### src/rtl/timer_servo_pulse.sv
module timer_servo_pulse #(
  parameter int DIV_W       = 4,
  parameter int DIV_INIT    = 14,
  parameter int TMR_PERIOD  = 366,
  parameter int SET_W       = 5,
  parameter int SET_INIT    = 23,
  parameter int FIX_WIDTH   = 11,
  parameter int FRAME_UNITS = 235,
  parameter int UNIT_CLKS   = 1021
) (
  input  logic             clk,
  input  logic             rst_n,
  input  logic             tmr_en,
  input  logic             div_wr,
  input  logic [DIV_W-1:0] div_val,
  input  logic             srv_en,
  input  logic             srv_val,
  input  logic             set_wr,
  input  logic [SET_W-1:0] set_val,
  output logic             tmr_out,
  output logic             tmr_out_n,
  output logic             srv_out
);

  localparam int PC_W    = (2 ** DIV_W) - 1;
  localparam int HALF    = TMR_PERIOD / 2;
  localparam int HALF_W  = $clog2(HALF);
  localparam int FRAME_W = $clog2(FRAME_UNITS);
  localparam int UNIT_W  = $clog2(UNIT_CLKS + 1);

  // ---------------- square-wave timer ----------------
  logic [DIV_W-1:0]  div_q;
  logic [PC_W-1:0]   pre_cnt;
  logic [PC_W-1:0]   pre_mask;
  logic [HALF_W-1:0] half_cnt;
  logic              level, level_d, tmr_tick;

  assign pre_mask = ~({PC_W{1'b1}} << div_q);
  assign tmr_tick = tmr_en && ((pre_cnt & pre_mask) == pre_mask);

  always_ff @(posedge clk) begin
    if (!rst_n) begin
      div_q    <= DIV_W'(DIV_INIT);
      pre_cnt  <= '0;
      half_cnt <= '0;
      level    <= 1'b0;
      level_d  <= 1'b0;
    end else begin
      level_d <= level;
      if (div_wr) div_q <= div_val;
      if (tmr_en) pre_cnt <= pre_cnt + 1'b1;
      if (tmr_tick) begin
        if (half_cnt == HALF_W'(HALF - 1)) begin
          half_cnt <= '0;
          level    <= ~level;
        end else begin
          half_cnt <= half_cnt + 1'b1;
        end
      end
    end
  end

  assign tmr_out   = level & level_d;
  assign tmr_out_n = ~level & ~level_d;

  // ---------------- servo pulse ----------------
  logic [SET_W-1:0]   set_q, width_q;
  logic [UNIT_W-1:0]  unit_cnt;
  logic [FRAME_W-1:0] frame_cnt;
  logic               unit_tick, frame_last;

  assign unit_tick  = srv_en && (unit_cnt == UNIT_W'(UNIT_CLKS - 1));
  assign frame_last = (frame_cnt == FRAME_W'(FRAME_UNITS - 1));

  always_ff @(posedge clk) begin
    if (!rst_n) begin
      set_q     <= SET_W'(SET_INIT);
      width_q   <= SET_W'(FIX_WIDTH);
      unit_cnt  <= '0;
      frame_cnt <= FRAME_W'(FRAME_UNITS - 1);
    end else begin
      if (set_wr) set_q <= set_val;
      if (srv_en) unit_cnt <= unit_tick ? '0 : unit_cnt + 1'b1;
      if (unit_tick) begin
        if (frame_last) begin
          frame_cnt <= '0;
          width_q   <= srv_val ? set_q : SET_W'(FIX_WIDTH);
        end else begin
          frame_cnt <= frame_cnt + 1'b1;
        end
      end
    end
  end

  assign srv_out = (frame_cnt < FRAME_W'(width_q));

  // ---------------- assertions ----------------
  a_r2_half_range: assert property (@(posedge clk) disable iff (!rst_n)
    half_cnt < HALF_W'(HALF));
  a_r3_no_overlap: assert property (@(posedge clk) disable iff (!rst_n)
    !(tmr_out && tmr_out_n));
  a_r3_dead_before_n: assert property (@(posedge clk) disable iff (!rst_n)
    $rose(tmr_out_n) |-> $past(!tmr_out));
  a_r3_dead_before_p: assert property (@(posedge clk) disable iff (!rst_n)
    $rose(tmr_out) |-> $past(!tmr_out_n));
  a_r5_timer_hold: assert property (@(posedge clk) disable iff (!rst_n)
    !tmr_en |=> $stable(half_cnt) && $stable(level));
  a_r6_frame_range: assert property (@(posedge clk) disable iff (!rst_n)
    frame_cnt < FRAME_W'(FRAME_UNITS));
  a_r9_width_at_frame: assert property (@(posedge clk) disable iff (!rst_n)
    !$stable(width_q) |-> frame_cnt == '0);
  a_r10_servo_hold: assert property (@(posedge clk) disable iff (!rst_n)
    !srv_en |=> $stable(frame_cnt) && $stable(srv_out));

endmodule

### config.mk
export PLATFORM = sky130hd
export DESIGN_NAME = timer_servo_pulse
export DESIGN_NICKNAME = d
export VERILOG_FILES = /design/src/rtl/timer_servo_pulse.sv
export SDC_FILE = /design/constraint.sdc
export NUM_CORES = 1
export LEC_CHECK = 0
export CORE_MARGIN = 10
export CORE_UTILIZATION = 30
export DETAILED_ROUTE_END_ITERATION = 6
export DONT_BUFFER_PORTS = 1
export SYNTH_ARGS = -nofsm -noshare
export SYNTH_HDL_FRONTEND = slang
export SYNTH_SLANG_ARGS = --single-unit
### constraint.sdc
create_clock -name clk -period 1.6 [get_ports clk]
set_input_delay 0.24 -clock clk [delete_from_list [all_inputs] [get_ports clk]]
set_output_delay 0.24 -clock clk [all_outputs]
set_load 0.005 [all_outputs]
==> reports/qor.csv <==
metric,value,unit
pwr dens,836.7,nW/um^2
P_leak,1.508,nW
post-synthesis mux area share,0.03605,
NumNets Final,398,
"Slew Viols, Final",0,
Setup WS pre-CTS,-0.1683,ns
"Cell Count, Final, Fillers Out",487,
first-pass GRT wire length,11090,um
Cell variety after synth,46,
fmax,543.6,MHz
grt total ovfl,0,
Rows,35,
clk buf depth,2,
number of synthesized flops with an enable pin,0,
endpoints failing setup,14,
status,"finished, violations left",
CP Capture Type,primary output,
mean post-synth cell area,8.676,um^2
Tot GR Track Use,0.1035,
R2R depth,8,
Placer Congestion,0.8054,
Seq cells post-synth,57,
DR vias/cell,4.879,
WS Path Type,reg2out,
Syn-to-layout area delta,37.90,%
failing checks,negative setup slack,
ant diodes,0,
Critical Path Max Stage Delay,0.38,ns
worst-path cell chain,ha_4 > a21boi_2 > o21a_1 > o21ai_1 > nand2b_1 > a21oi_2,
Synth Area in Compound Gates,0.1226,
H-tree Lvls,3,
Pre-antenna DRT Iters,4,
sequential share of the synthesized area,0.4110,
total power,3.203,mW
die span in y,116.2,um
Total Routed Length,6644,um
crit path DAT,1.60,ns
required time worst endpoint,1.36,ns
CTS Sinks,57,
vias in the first global route,2377,
CP max FO,3,
Final Hold Vio Count,0,
main combinational cell family by area after synthesis,simple AND/OR/NAND/NOR gates,
worst path bufs/invs,0,
Synth Cell Area,2776,um^2
CP top delay family,compound AO/OA/AOI/OAI gates,
Post-Synth Simple-Gate Area,0.2641,
Detailed Route Iter0 Violations,82,
Vias,2376,
"commonest cells after routing, fill and taps aside","buf_4 (44), dfxtp_1 (43), nand2_1 (30)",
Initial Util,0.3048,
clk_lat worst skew,0.34,ns
top_reg_cell synth,dfxtp_1,
cell accounting for the most synthesized area,dfxtp_1,
die width,116.2,um
"Reg clk slew, reported paths",0.07,ns
CTS buffer count,9,
wire per inst,13.64,um
Tcrit/Tclk final,1.150,
startpoint class of the critical path,register,
Synth Instances,320,
Adder-Cell Fraction of Synth Area,0.04957,
synthesized net count,347,
Synth warnings,0,
XOR/XNOR Fraction of Synth Area,0.07571,
Synth top area share,0.4110,
asr flop ratio synth,0,
CTS tree,done,
critical path's slowest cell,dfxtp_2,
largest cells by area after synthesis,"dfxtp_1 (41%), ha_1 (5.0%), nand2_1 (4.7%)",
post-layout util,0.4203,
Ports,19,
CORE AREA,9109,um^2
Final min period,1.840,ns
port bufs,0,
relative slew slack,0.5850,
MaxCap Viol Count,0,
setup ws final,-0.2396,ns
"commonest non-fill, non-tap cell in the layout",buf_4,
largest net degree at the start of global routing,39,
Reg2Reg Setup Slack,-0.15,ns
Die Area,13500,um^2
Root Driver,clkbuf_8,
Worst Skew,0.007089,ns
Hold/Removal Path Class,in2reg,
Hold Path Sink,div_q[3]$_SDFFE_PN1P_,
reg2reg end,half_cnt[1]$_SDFFE_PN0P_,
hold path startpoint,div_wr,
Post-DP HPWL,4215,um
VDD IR max,461.0,uV
# DRC,0,
DP Cell Count,458,
Critical R2R Launch,div_q[3]$_SDFFE_PN1P_,
RSZ-0062 raised after global routing,true,
Hold Crit Depth,1,
actual slew at the worst max-slew pin,0.6205,ns
layout cell share with drive strength beyond 1,0.3590,
"antenna viol nets, final",0,
initial antenna violation count,0,
cell families after synthesis:
group                      Yosys count
adders and majority gates           11
muxes                               10
and+or+nand+nor                    140
buffers and inverters               27
AOI/OAI and AO/OA                   51
DFF                                 57
xor gates and xnor gates            24
flip-flops by register name (all words and copies together), names as in the netlist:
| register | cells |
|---|---|
| set_q | 5 |
| unit_cnt | 10 |
| width_q | 5 |
| pre_cnt | 15 |
| frame_cnt | 8 |
| level_d | 1 |
| level | 1 |
| half_cnt | 8 |
| div_q | 4 |
area by class of cell:
cell class                      instances  area, um^2
Clock inverter                          5       77.57
Fill cell                             909        5280
Sequential cell                        57        1169
Inverter                               12       50.05
Clock buffer                           11       151.4
Multi-Input combinational cell        236        1790
Timing Repair Buffer                   55       451.7
Tap cell                              111       138.9
report_power, final:
group          switching, mW  total, mW  leakage (nW)  internal, mW
sequential            0.0242       1.47         0.466          1.44
clock                  0.604       1.56         0.115         0.956
combinational         0.0761      0.176         0.927        0.0999
stage by stage:
step | hold slack [ns] | TNS (ns) | area [um^2]
floorplan | 0.3661 | -0.2431 | 2814
global placement | 0.3148 | -1.688 | 3191
detailed placement | 0.3179 | -1.613 | 3191
CTS | 0.007519 | -1.351 | 3721
global route | 0.01391 | -3.172 | 3829
finish | 0.01536 | -1.152 | 3829
timing repair:
| item | 4_1_cts | 5_1_grt |
|---|---|---|
| buffers inserted | 8 | 4 |
| endpoints found under the hold margin | 14 | 0 |
| pin swaps | 34 | 22 |
| gates cloned | 1 | 0 |
| hold buffers | 2 | 0 |
| setup endpoints to repair | 20 | 37 |
| gates resized for setup | 67 | 29 |
how the worst max path moves through the flow:
stage                                    startpoint                        to  slack [ns]  cells past startpoint
final                     frame_cnt[1]$_SDFFE_PN1N_                   srv_out       -0.24                      6
after global routing      frame_cnt[1]$_SDFFE_PN1N_                   srv_out       -0.33                      6
after CTS                 frame_cnt[1]$_SDFFE_PN1N_                   srv_out       -0.28                      6
after detailed placement      div_q[0]$_SDFFE_PN0P_        level$_SDFFE_PN0P_       -0.17                      7
after global placement        div_q[0]$_SDFFE_PN0P_  half_cnt[1]$_SDFFE_PN0P_       -0.18                      7
after floorplan               div_q[3]$_SDFFE_PN1P_  half_cnt[1]$_SDFFE_PN0P_       -0.06                      6
synth_stat cells, types with 4 or more instances:
cell and count:
clkbuf_1 10, a21oi_1 6, nand3_1 13, nor3_1 4
dfxtp_1 57, o211ai_1 6, or3_1 6, nand2_1 35
o21ai_0 16, nor2_1 27, xnor2_1 14, inv_1 12
a21boi_0 6, nor2b_1 4, and2_1 17, nand2b_1 6
ha_1 11, xor2_1 10, nand4_1 9, mux2i_1 10
per-layer routing:
| metal | routed length (um) | global-route usage | vias up |
|---|---|---|---|
| met5 | 0 | 0 | - |
| met4 | 157 | 0.05671 | 0 |
| met3 | 302 | 0.03082 | 14 |
| met2 | 3300 | 0.1744 | 31 |
| met1 | 2883 | 0.1149 | 1120 |
| li1 | - | - | 1211 |
worst reg2reg max path, cell delays in order, from the launching register on:
cell,delay (ns)
dfxtp_2,0.33
buf_6,0.12
buf_4,0.13
a211oi_2,0.15
o22a_1,0.18
nand4_2,0.14
buf_6,0.18
or3_1,0.35
a21boi_1,0.12
No activity file was read; power rests on OpenSTA's default activity.
